File: src/rtl/sp_mul_pkg.sv
package sp_mul_pkg;
  // full-adder sum and carry, shared by the cells and the output subtractor
  function automatic logic fa_sum(input logic x, input logic y, input logic z);
    return x ^ y ^ z;
  endfunction

  function automatic logic fa_carry(input logic x, input logic y, input logic z);
    return (x & y) | (x & z) | (y & z);
  endfunction
endpackage

File: src/rtl/sp_mul_cell.sv
module sp_mul_cell
  import sp_mul_pkg::*;
(
  input  logic clk,
  input  logic rst_n,
  input  logic clr,
  input  logic en,
  input  logic fresh,   // first column of a product: ignore stored state
  input  logic a_bit,
  input  logic b,
  input  logic up,      // sum from the next more significant cell
  output logic s_q
);
  logic c_q;
  logic pp, up_g, c_g;

  assign pp   = a_bit & b;
  assign up_g = fresh ? 1'b0 : up;
  assign c_g  = fresh ? 1'b0 : c_q;

  always_ff @(posedge clk or negedge rst_n) begin
    if (!rst_n) begin
      s_q <= 1'b0;
      c_q <= 1'b0;
    end else if (clr) begin
      s_q <= 1'b0;
      c_q <= 1'b0;
    end else if (en) begin
      s_q <= fa_sum(pp, up_g, c_g);
      c_q <= fa_carry(pp, up_g, c_g);
    end
  end
endmodule

File: src/rtl/sp_mul_chain.sv
module sp_mul_chain #(
  parameter int W = 16
) (
  input  logic         clk,
  input  logic         rst_n,
  input  logic         clr,
  input  logic         en,
  input  logic         fresh,
  input  logic [W-1:0] a,
  input  logic         b,
  output logic         col0   // sum of the current output column (registered)
);
  logic [W:0] s_ext;
  assign s_ext[W] = 1'b0;

  for (genvar i = 0; i < W; i++) begin : g_cell
    sp_mul_cell u_cell (
      .clk   (clk),
      .rst_n (rst_n),
      .clr   (clr),
      .en    (en),
      .fresh (fresh),
      .a_bit (a[i]),
      .b     (b),
      .up    (s_ext[i+1]),
      .s_q   (s_ext[i])
    );
  end

  assign col0 = s_ext[0];
endmodule

File: src/rtl/sp_mul_seq.sv
module sp_mul_seq #(
  parameter int W = 16
) (
  input  logic                         clk,
  input  logic                         rst_n,
  input  logic                         clr,
  input  logic                         start,
  output logic                         busy,
  output logic                         step,
  output logic                         fresh,
  output logic [$clog2(2*W)-1:0]       t_col
);
  localparam int N  = 2 * W;
  localparam int CW = $clog2(N);
  localparam logic [CW-1:0] LAST = CW'(N - 1);

  logic [CW-1:0] cnt;
  logic          last;

  assign step  = (busy | start) & ~clr;
  assign fresh = step & ~busy;
  assign t_col = busy ? cnt : '0;
  assign last  = busy && (cnt == LAST);

  always_ff @(posedge clk or negedge rst_n) begin
    if (!rst_n) begin
      busy <= 1'b0;
      cnt  <= '0;
    end else if (clr) begin
      busy <= 1'b0;
      cnt  <= '0;
    end else if (busy) begin
      busy <= !last;
      cnt  <= last ? '0 : cnt + 1'b1;
    end else if (start) begin
      busy <= 1'b1;
      cnt  <= CW'(1);
    end
  end

  p_count_step_r4: assert property (@(posedge clk) disable iff (!rst_n)
    (busy && !last && !clr) |=> (busy && cnt == $past(cnt) + 1'b1));

  p_done_r4: assert property (@(posedge clk) disable iff (!rst_n)
    (last && !clr) |=> !busy);

  p_start_ignored_r8: assert property (@(posedge clk) disable iff (!rst_n)
    (busy && start && !last && !clr) |=> (cnt != CW'(1)));
endmodule

File: src/rtl/sp_mul_fix.sv
module sp_mul_fix
  import sp_mul_pkg::*;
#(
  parameter int W = 16
) (
  input  logic                   clk,
  input  logic                   rst_n,
  input  logic                   clr,
  input  logic                   en,
  input  logic [$clog2(2*W)-1:0] t_col,
  input  logic                   ser_in,
  input  logic                   a_msb,
  input  logic                   col0,
  output logic                   out_bit
);
  localparam int CW = $clog2(2 * W);
  localparam logic [CW-1:0] WT = CW'(W);

  logic [W-1:0] dly;      // copy of the low serial bits, oldest at bit 0
  logic         hi_q;     // current output column is in the upper half
  logic         first_q;  // current output column is the first upper one
  logic         d_q;      // serial bit aligned with the current column
  logic         bor_q;    // carry of the correction adder
  logic         sub, cin;

  assign sub     = ~(a_msb & d_q);
  assign cin     = first_q ? 1'b1 : bor_q;
  assign out_bit = hi_q ? fa_sum(col0, sub, cin) : col0;

  always_ff @(posedge clk or negedge rst_n) begin
    if (!rst_n) begin
      dly <= '0; hi_q <= 1'b0; first_q <= 1'b0; d_q <= 1'b0; bor_q <= 1'b0;
    end else if (clr) begin
      dly <= '0; hi_q <= 1'b0; first_q <= 1'b0; d_q <= 1'b0; bor_q <= 1'b0;
    end else begin
      bor_q <= hi_q ? fa_carry(col0, sub, cin) : 1'b0;
      if (en) begin
        hi_q    <= (t_col >= WT);
        first_q <= (t_col == WT);
        d_q     <= (t_col >= WT) ? dly[0] : 1'b0;
        dly     <= {(t_col < WT) ? ser_in : 1'b0, dly[W-1:1]};
      end
    end
  end
endmodule

File: src/rtl/sp_mul.sv
module sp_mul #(
  parameter int W = 16
) (
  input  logic         clk,
  input  logic         rst_n,
  input  logic         clr,
  input  logic         load,
  input  logic [W-1:0] par_in,
  input  logic         start,
  input  logic         ser_in,
  output logic         busy,
  output logic         prod_vld,
  output logic         prod_bit
);
  localparam int CW = $clog2(2 * W);
  localparam logic [CW-1:0] SIGN_COL = CW'(W - 1);
  localparam logic [CW-1:0] WT       = CW'(W);

  logic [W-1:0]  a_q;
  logic          sign_q;
  logic          step, fresh, b_eff, col0, fixed;
  logic [CW-1:0] t_col;

  sp_mul_seq #(.W(W)) u_seq (
    .clk(clk), .rst_n(rst_n), .clr(clr), .start(start),
    .busy(busy), .step(step), .fresh(fresh), .t_col(t_col)
  );

  assign b_eff = (t_col < WT) ? ser_in : sign_q;

  sp_mul_chain #(.W(W)) u_chain (
    .clk(clk), .rst_n(rst_n), .clr(clr), .en(step), .fresh(fresh),
    .a(a_q), .b(b_eff), .col0(col0)
  );

  sp_mul_fix #(.W(W)) u_fix (
    .clk(clk), .rst_n(rst_n), .clr(clr), .en(step), .t_col(t_col),
    .ser_in(ser_in), .a_msb(a_q[W-1]), .col0(col0), .out_bit(fixed)
  );

  always_ff @(posedge clk or negedge rst_n) begin
    if (!rst_n) begin
      a_q    <= '0;
      sign_q <= 1'b0;
    end else begin
      if (load && !busy && !start) a_q <= par_in;
      if (step && t_col == SIGN_COL) sign_q <= ser_in;
    end
  end

  always_ff @(posedge clk or negedge rst_n) begin
    if (!rst_n)   prod_vld <= 1'b0;
    else if (clr) prod_vld <= 1'b0;
    else          prod_vld <= step;
  end

  assign prod_bit = prod_vld & fixed;

  p_operand_hold_r7: assert property (@(posedge clk) disable iff (!rst_n)
    (busy && load) |=> $stable(a_q));

  p_clear_quiet_r9: assert property (@(posedge clk) disable iff (!rst_n)
    clr |=> (!prod_vld && !prod_bit));

  p_vld_needs_start_r3: assert property (@(posedge clk) disable iff (!rst_n)
    $rose(prod_vld) |-> $past(start));
endmodule

File: config.mk
export PLATFORM = sky130hd
export DESIGN_NAME = sp_mul
export DESIGN_NICKNAME = d
export VERILOG_FILES = /design/src/rtl/sp_mul_pkg.sv /design/src/rtl/sp_mul_cell.sv /design/src/rtl/sp_mul_chain.sv /design/src/rtl/sp_mul_seq.sv /design/src/rtl/sp_mul_fix.sv /design/src/rtl/sp_mul.sv
export SDC_FILE = /design/constraint.sdc
export NUM_CORES = 1
export LEC_CHECK = 0
export BUFFER_PORTS_ARGS = -buffer_cell sky130_fd_sc_hd__buf_2
export CORE_UTILIZATION = 45
export DETAILED_ROUTE_END_ITERATION = 10
export PLACE_DENSITY_LB_ADDON = 0.3
export SLEW_MARGIN = 30
export SYNTH_ARGS = -nofsm -noshare
export SYNTH_HDL_FRONTEND = slang
export SYNTH_SLANG_ARGS = --single-unit
File: constraint.sdc
create_clock -name clk -period 2.2 [get_ports clk]
set_clock_uncertainty 0.15 [all_clocks]
set_input_delay 0.33 -clock clk [delete_from_list [all_inputs] [get_ports clk]]
set_output_delay 0.33 -clock clk [all_outputs]
set_load 0.005 [all_outputs]
Word level (Yosys, flattened, before mapping) --
Index checks and enable logic that the tools add are counted.
Cells by class: $add $sub $neg 1, order comparisons 2, eq/ne operators 3, multiplexer cells 119, bitwise gates (word level) 138, reduce and logical (&&, ||, !) cells 9
Operators by type and width (number):
- 1-bit two-way mux | 112
- 1-bit bitwise AND | 69
- 1-bit OR | 33
- 1-bit XOR | 33
- 16-bit two-way mux | 2
- 5-bit two-way mux | 5
- 5-bit == test, second input constant | 2
- 5-bit by 1-bit adder with 5-bit output, second input constant | 1
- 5-bit by 4-bit == test with 1-bit output, second input constant | 1
- 5-bit greater-or-equal comparator, second input constant | 1
- 5-bit less-than comparator, second input constant | 1
- 1-bit logical AND | 4
- 1-bit zero test | 3
- 1-bit inverter | 3
- 3-bit nonzero test | 1
- 2-bit nonzero test | 1
Storage, ports and cells: register bits after elaboration 76, output and inout bits 3, word-level logic and storage cells 314

Logic depth before layout (Yosys ltp) --
depth after elaboration 9, depth in mapped cells 6, depth with buffers taken out 6

Modules after synthesis --
From an unflattened synthesis, not the netlist that was laid out.
Unflattened totals: cell total of the unflattened synthesis 313, area, all modules 3818.7 sq um
Modules (own cells, without submodules):
- sp_mul_cell | times used 16, cells each 10, area each 116.4 sq um
- sp_mul_fix | times used 1, cells each 71, area each 889.6 sq um
- sp_mul | times used 1, cells each 42, area each 713.2 sq um
- sp_mul_seq | times used 1, cells each 39, area each 350.3 sq um
- sp_mul_chain | times used 1, cells each 1, area each 3.8 sq um

Worst setup path before layout --
OpenSTA, ideal clock, no wires.
path type flip-flop to flip-flop, from register u_seq.busy, to register u_chain.g_cell[12].u_cell.s_q, library setup time 0.121 ns, arrival time 1.970 ns, data required time 1.929 ns, slack -0.041 ns, stages on the path, launching flop included 7, clock period less this slack 2.241 ns, path through dfrtp_1 > nand2_1 > mux2i_1 > clkbuf_1 > nor2b_1 > fa_1 > a22o_1
On the way: cells in the longest elaborated chain, start to end 8
RTL lines:
- start, declared | line sp_mul_seq.sv:8 | output logic busy,
- start signal, assigned | line sp_mul_seq.sv:33 | busy <= !last;
- 5-bit two-way mux / 1-bit OR (equally long branches) | line sp_mul_seq.sv:22, sp_mul_seq.sv:20
- 5-bit less-than comparator / 1-bit bitwise AND (equally long branches) | line sp_mul.sv:29, sp_mul_seq.sv:20
- 1-bit two-way mux / 1-bit bitwise AND (equally long branches) | line sp_mul.sv:29, sp_mul_seq.sv:21
- 1-bit bitwise AND / 1-bit two-way mux (equally long branches) | line sp_mul_cell.sv:17, sp_mul_cell.sv:18
- 1-bit XOR (2 in series) | line sp_mul_pkg.sv:4 | return x ^ y ^ z;
- 1-bit two-way mux | line sp_mul_cell.sv:28 | end else if (en) begin
- 1-bit two-way mux | line sp_mul_cell.sv:25 | end else if (clr) begin
- end signal, assigned | line sp_mul_cell.sv:29 | s_q <= fa_sum(pp, up_g, c_g);
- end, declared | line sp_mul_cell.sv:12 | output logic s_q
Parallel ways exist; a longest one is shown, timed or not. The select of a mux whose other input is x is not followed. A chain may end at the register's enable or synchronous reset.

Final worst setup path --
from register u_fix.first_q, to output port prod_bit
On the way: cells in the longest elaborated chain, start to end 4
RTL lines:
- start, declared | line sp_mul_fix.sv:21 | logic first_q;
- start signal, assigned | line sp_mul_fix.sv:39 | first_q <= (t_col == WT);
- 1-bit two-way mux | line sp_mul_fix.sv:27 | assign cin = first_q ? 1'b1 : bor_q;
- 1-bit XOR | line sp_mul_pkg.sv:4
- 1-bit two-way mux | line sp_mul_fix.sv:28 | assign out_bit = hi_q ? fa_sum(col0, sub, cin) : col0;
- 1-bit bitwise AND | line sp_mul.sv:57 | assign prod_bit = prod_vld & fixed;
- end, declared | line sp_mul.sv:13 | output logic prod_bit
No other way between the ends.

==> summary.md <==
| Metric | Value |
|---|---|
| Status | `finished with violations` |
| Failing checks | `setup timing` |
| Initial antenna violation count | `0` |
| Cell area after synthesis | `3530 sq um` |
| CTS tree | `yes` |
| Largest cells by area after synthesis | `dfrtp_1 54%, a22o_1 12%, fa_1 9.1%` |
| GRT overflow | `0` |
| RSZ-0062 raised after global routing | `yes` |
| Max IR drop VDD | `445 uV` |
| Slack of the worst reg-to-reg path | `0.18 ns` |
| Area leader, netlist | `dfrtp_1` |
| Slew margin rel. | `0.637` |
| I/O Buffers | `24` |
| Synth warn | `0` |
| CTS root buf | `clkbuf_8` |
| Vias in the first global route | `2232` |
| Static leakage power | `0.00198 uW` |
| Ratio of final minimum period to clock period | `1.02` |
| RR Startpoint | `u_seq.cnt[4]$_DFFE_PN0P_` |
| Synthesis-to-finish area growth | `16.7%` |
| Hold Vio Cnt, Final | `0` |
| WL per Instance | `14.9 microns` |
| Total Nets Final | `339` |
| CTS Buffer Depth | `2` |
| Antenna viol nets, final | `0` |
| Ant diodes | `0` |
| DRT Wirelength | `6000 microns` |
| Count leader, synth | `dfrtp_1` |
| Largest net degree at the start of global routing | `43` |
| Slew @ Worst Pin | `0.545 ns` |
| Worst Slack Setup Final | `-0.0457 ns` |
| Worst-skew pair later-pin latency | `0.34 ns` |
| Placed cells | `384` |
| Commonest cells in the netlist | `76 x dfrtp_1, 49 x nor2b_1, 48 x a22o_1, 16 x fa_1` |
| DR iter-0 viols | `89` |
| H-tree lvl count | `3` |
| Synth top area share | `0.539` |
| Num ports | `25` |
| WHS Path Cells | `2` |
| Worst Setup End Kind | `output port` |
| TritonCTS buffer count | `9` |
| Synth unique cells | `35` |
| Hold Path Class | `primary input to register` |
| Syn_nets | `310` |
| Share of cells above drive strength 1 | `0.211` |
| Setup violations, final | `1` |
| Placer congestion estimate | `0.773` |
| Chip Width | `90.5 microns` |
| Fin. max-slew vios | `0` |
| Worst Reg-to-Reg Cells | `6` |
| Die extent in y | `90.5 microns` |
| Hold wc startpoint | `par_in[8]` |
| Minimum clock period | `2.25 ns` |
| First-pass GRT wire length | `10600 microns` |
| Fin cells | `402` |
| Post-synth top flop | `dfrtp_1` |
| RR Endpoint | `u_chain.g_cell[7].u_cell.s_q$_DFFE_PN0P_` |
| Router iterations before antenna repair | `5` |
| CP required | `1.72 ns` |
| Register bit count reported by yosys | `76` |
| GRT Total Usage | `0.165` |
| CP arrival | `1.77 ns` |
| CP Max Fanout | `2` |
| Vias per cell | `5.36` |
| Total power | `3230 uW` |
| Cell Pwr Density | `786 nW/um^2` |
| Core Area | `7410 sq um` |
| Setup crit start kind | `register` |
| Vias | `2155` |
| Clock slew seen by the registers of the worst setup and hold paths | `0.08 ns` |
| Place WS | `0.167 ns` |
| Max-Cap Viols | `0` |
| Post-synthesis async set-or-reset flop share | `1.00` |
| Fmax | `445 MHz` |
| Clock sinks | `76` |
| Row cnt | `31` |
| Mapped Cells | `269` |
| DRC viols | `0` |
| Hold Path End | `a_q[8]$_DFFE_PN0P_` |
| Die area | `8200 sq um` |
| EDFF count, synth | `0` |
| Dpl hpwl | `3850 microns` |
| Syn Area/Cell | `13.1 sq um` |
| Sequential share of the synthesized area | `0.539` |
| Initial core utilization | `0.476` |
| Path type of the worst setup path | `register to output port` |
sequential cells by signal, summed over array words and instances, names as in the netlist, 5 cells and up:
signal and flops:
a_q 16, u_chain.g_cell.u_cell.c_q 16, u_chain.g_cell.u_cell.s_q 16, u_fix.dly 16, u_seq.cnt 5
kinds of logic (layout without fill, tap and decap cells):
group | after synthesis | after routing | synth area share
adders and majority gates | 19 | 19 | 0.101
and+or+nand+nor | 74 | 74 | 0.125
muxes | 20 | 20 | 0.0628
DFF | 76 | 76 | 0.539
xor gates and xnor gates | 1 | 1 | 0.00248
buffers and inverters | 20 | 54 | 0.0259
AOI/OAI and AO/OA | 59 | 59 | 0.143
power breakdown:
group | internal (uW) | total (uW) | leakage, uW | switching, uW
logic | 192 | 387 | 0.000842 | 194
clock network | 784 | 1280 | 0.000122 | 499
registers | 1500 | 1560 | 0.00101 | 61.7
final cells by class:
cell class / instances / area (sq um)
Clock inverter: 6 / 111
Multi-Input combinational cell: 173 / 1560
Inverter: 2 / 7.51
Timing Repair Buffer: 36 / 273
Sequential cell: 76 / 1900
Fill cell: 601 / 3290
Tap cell: 99 / 124
Clock buffer: 10 / 138
worst max path at each step:
stage / slack, ns / depth (start not counted) / end / startpoint
after CTS: -0.08 / 5 / prod_bit / u_fix.first_q$_DFFE_PN0P_
after global routing: -0.14 / 5 / prod_bit / u_fix.first_q$_DFFE_PN0P_
after floorplan: 0.01 / 6 / u_chain.g_cell[12].u_cell.s_q$_DFFE_PN0P_ / u_seq.busy$_DFF_PN0_
after detailed placement: 0.17 / 6 / u_chain.g_cell[7].u_cell.s_q$_DFFE_PN0P_ / u_seq.cnt[4]$_DFFE_PN0P_
after global placement: 0.20 / 6 / u_chain.g_cell[0].u_cell.s_q$_DFFE_PN0P_ / start
final: -0.05 / 5 / prod_bit / u_fix.first_q$_DFFE_PN0P_
repair_timing:
action                                 CTS  global route
gates resized for setup                  1             0
endpoints found under the hold margin   41             0
hold buffers                             1             0
buffers inserted                         1             0
setup endpoints to repair                1             1
stage by stage:
| stage | hold WS (ns) | setup TNS [ns] | util | cell area (sq um) |
|---|---|---|---|---|
| 6_report | 0.0488 | -0.0457 | 0.555 | 4120 |
| 3_3_place_gp | 0.202 | 0 | 0.515 | 3820 |
| 2_1_floorplan | -0.116 | 0 | - | 3530 |
| 3_5_place_dp | 0.204 | 0 | 0.519 | 3850 |
| 5_1_grt | 0.0277 | -0.136 | 0.555 | 4120 |
| 4_1_cts | 0.0326 | -0.0797 | 0.555 | 4120 |
worst max-delay path, cell delays in order, from the launching register on:
cell     delay (ns)
dfrtp_1        0.38
or2_4          0.25
fa_1           0.43
mux2i_1        0.19
nor2b_1        0.07
buf_2          0.12
routing by layer:
layer  wire (microns)  up-vias  part of all wire  global-route usage
met3              206        9             0.034              0.0471
met2             2750       37              0.46               0.246
met5                0        -                 0                   0
met4               88        0             0.015              0.0578
li1                 -     1005                 -                   -
met1             2950     1104              0.49               0.231
placed cells by master, fill, tap and decap left out, drive strengths merged, types with 2 or more instances in the layout:
cell     n
clkbuf  10
a22oi    2
nand2    6
bufinv   3
nor2     9
ha       3
nor2b   49
clkinv   2
mux2i    3
inv      2
mux2    17
buf     35
a22o    48
nand3b   2
dfrtp   76
fa      16
Note: power is estimated with default switching activity, not from simulation.
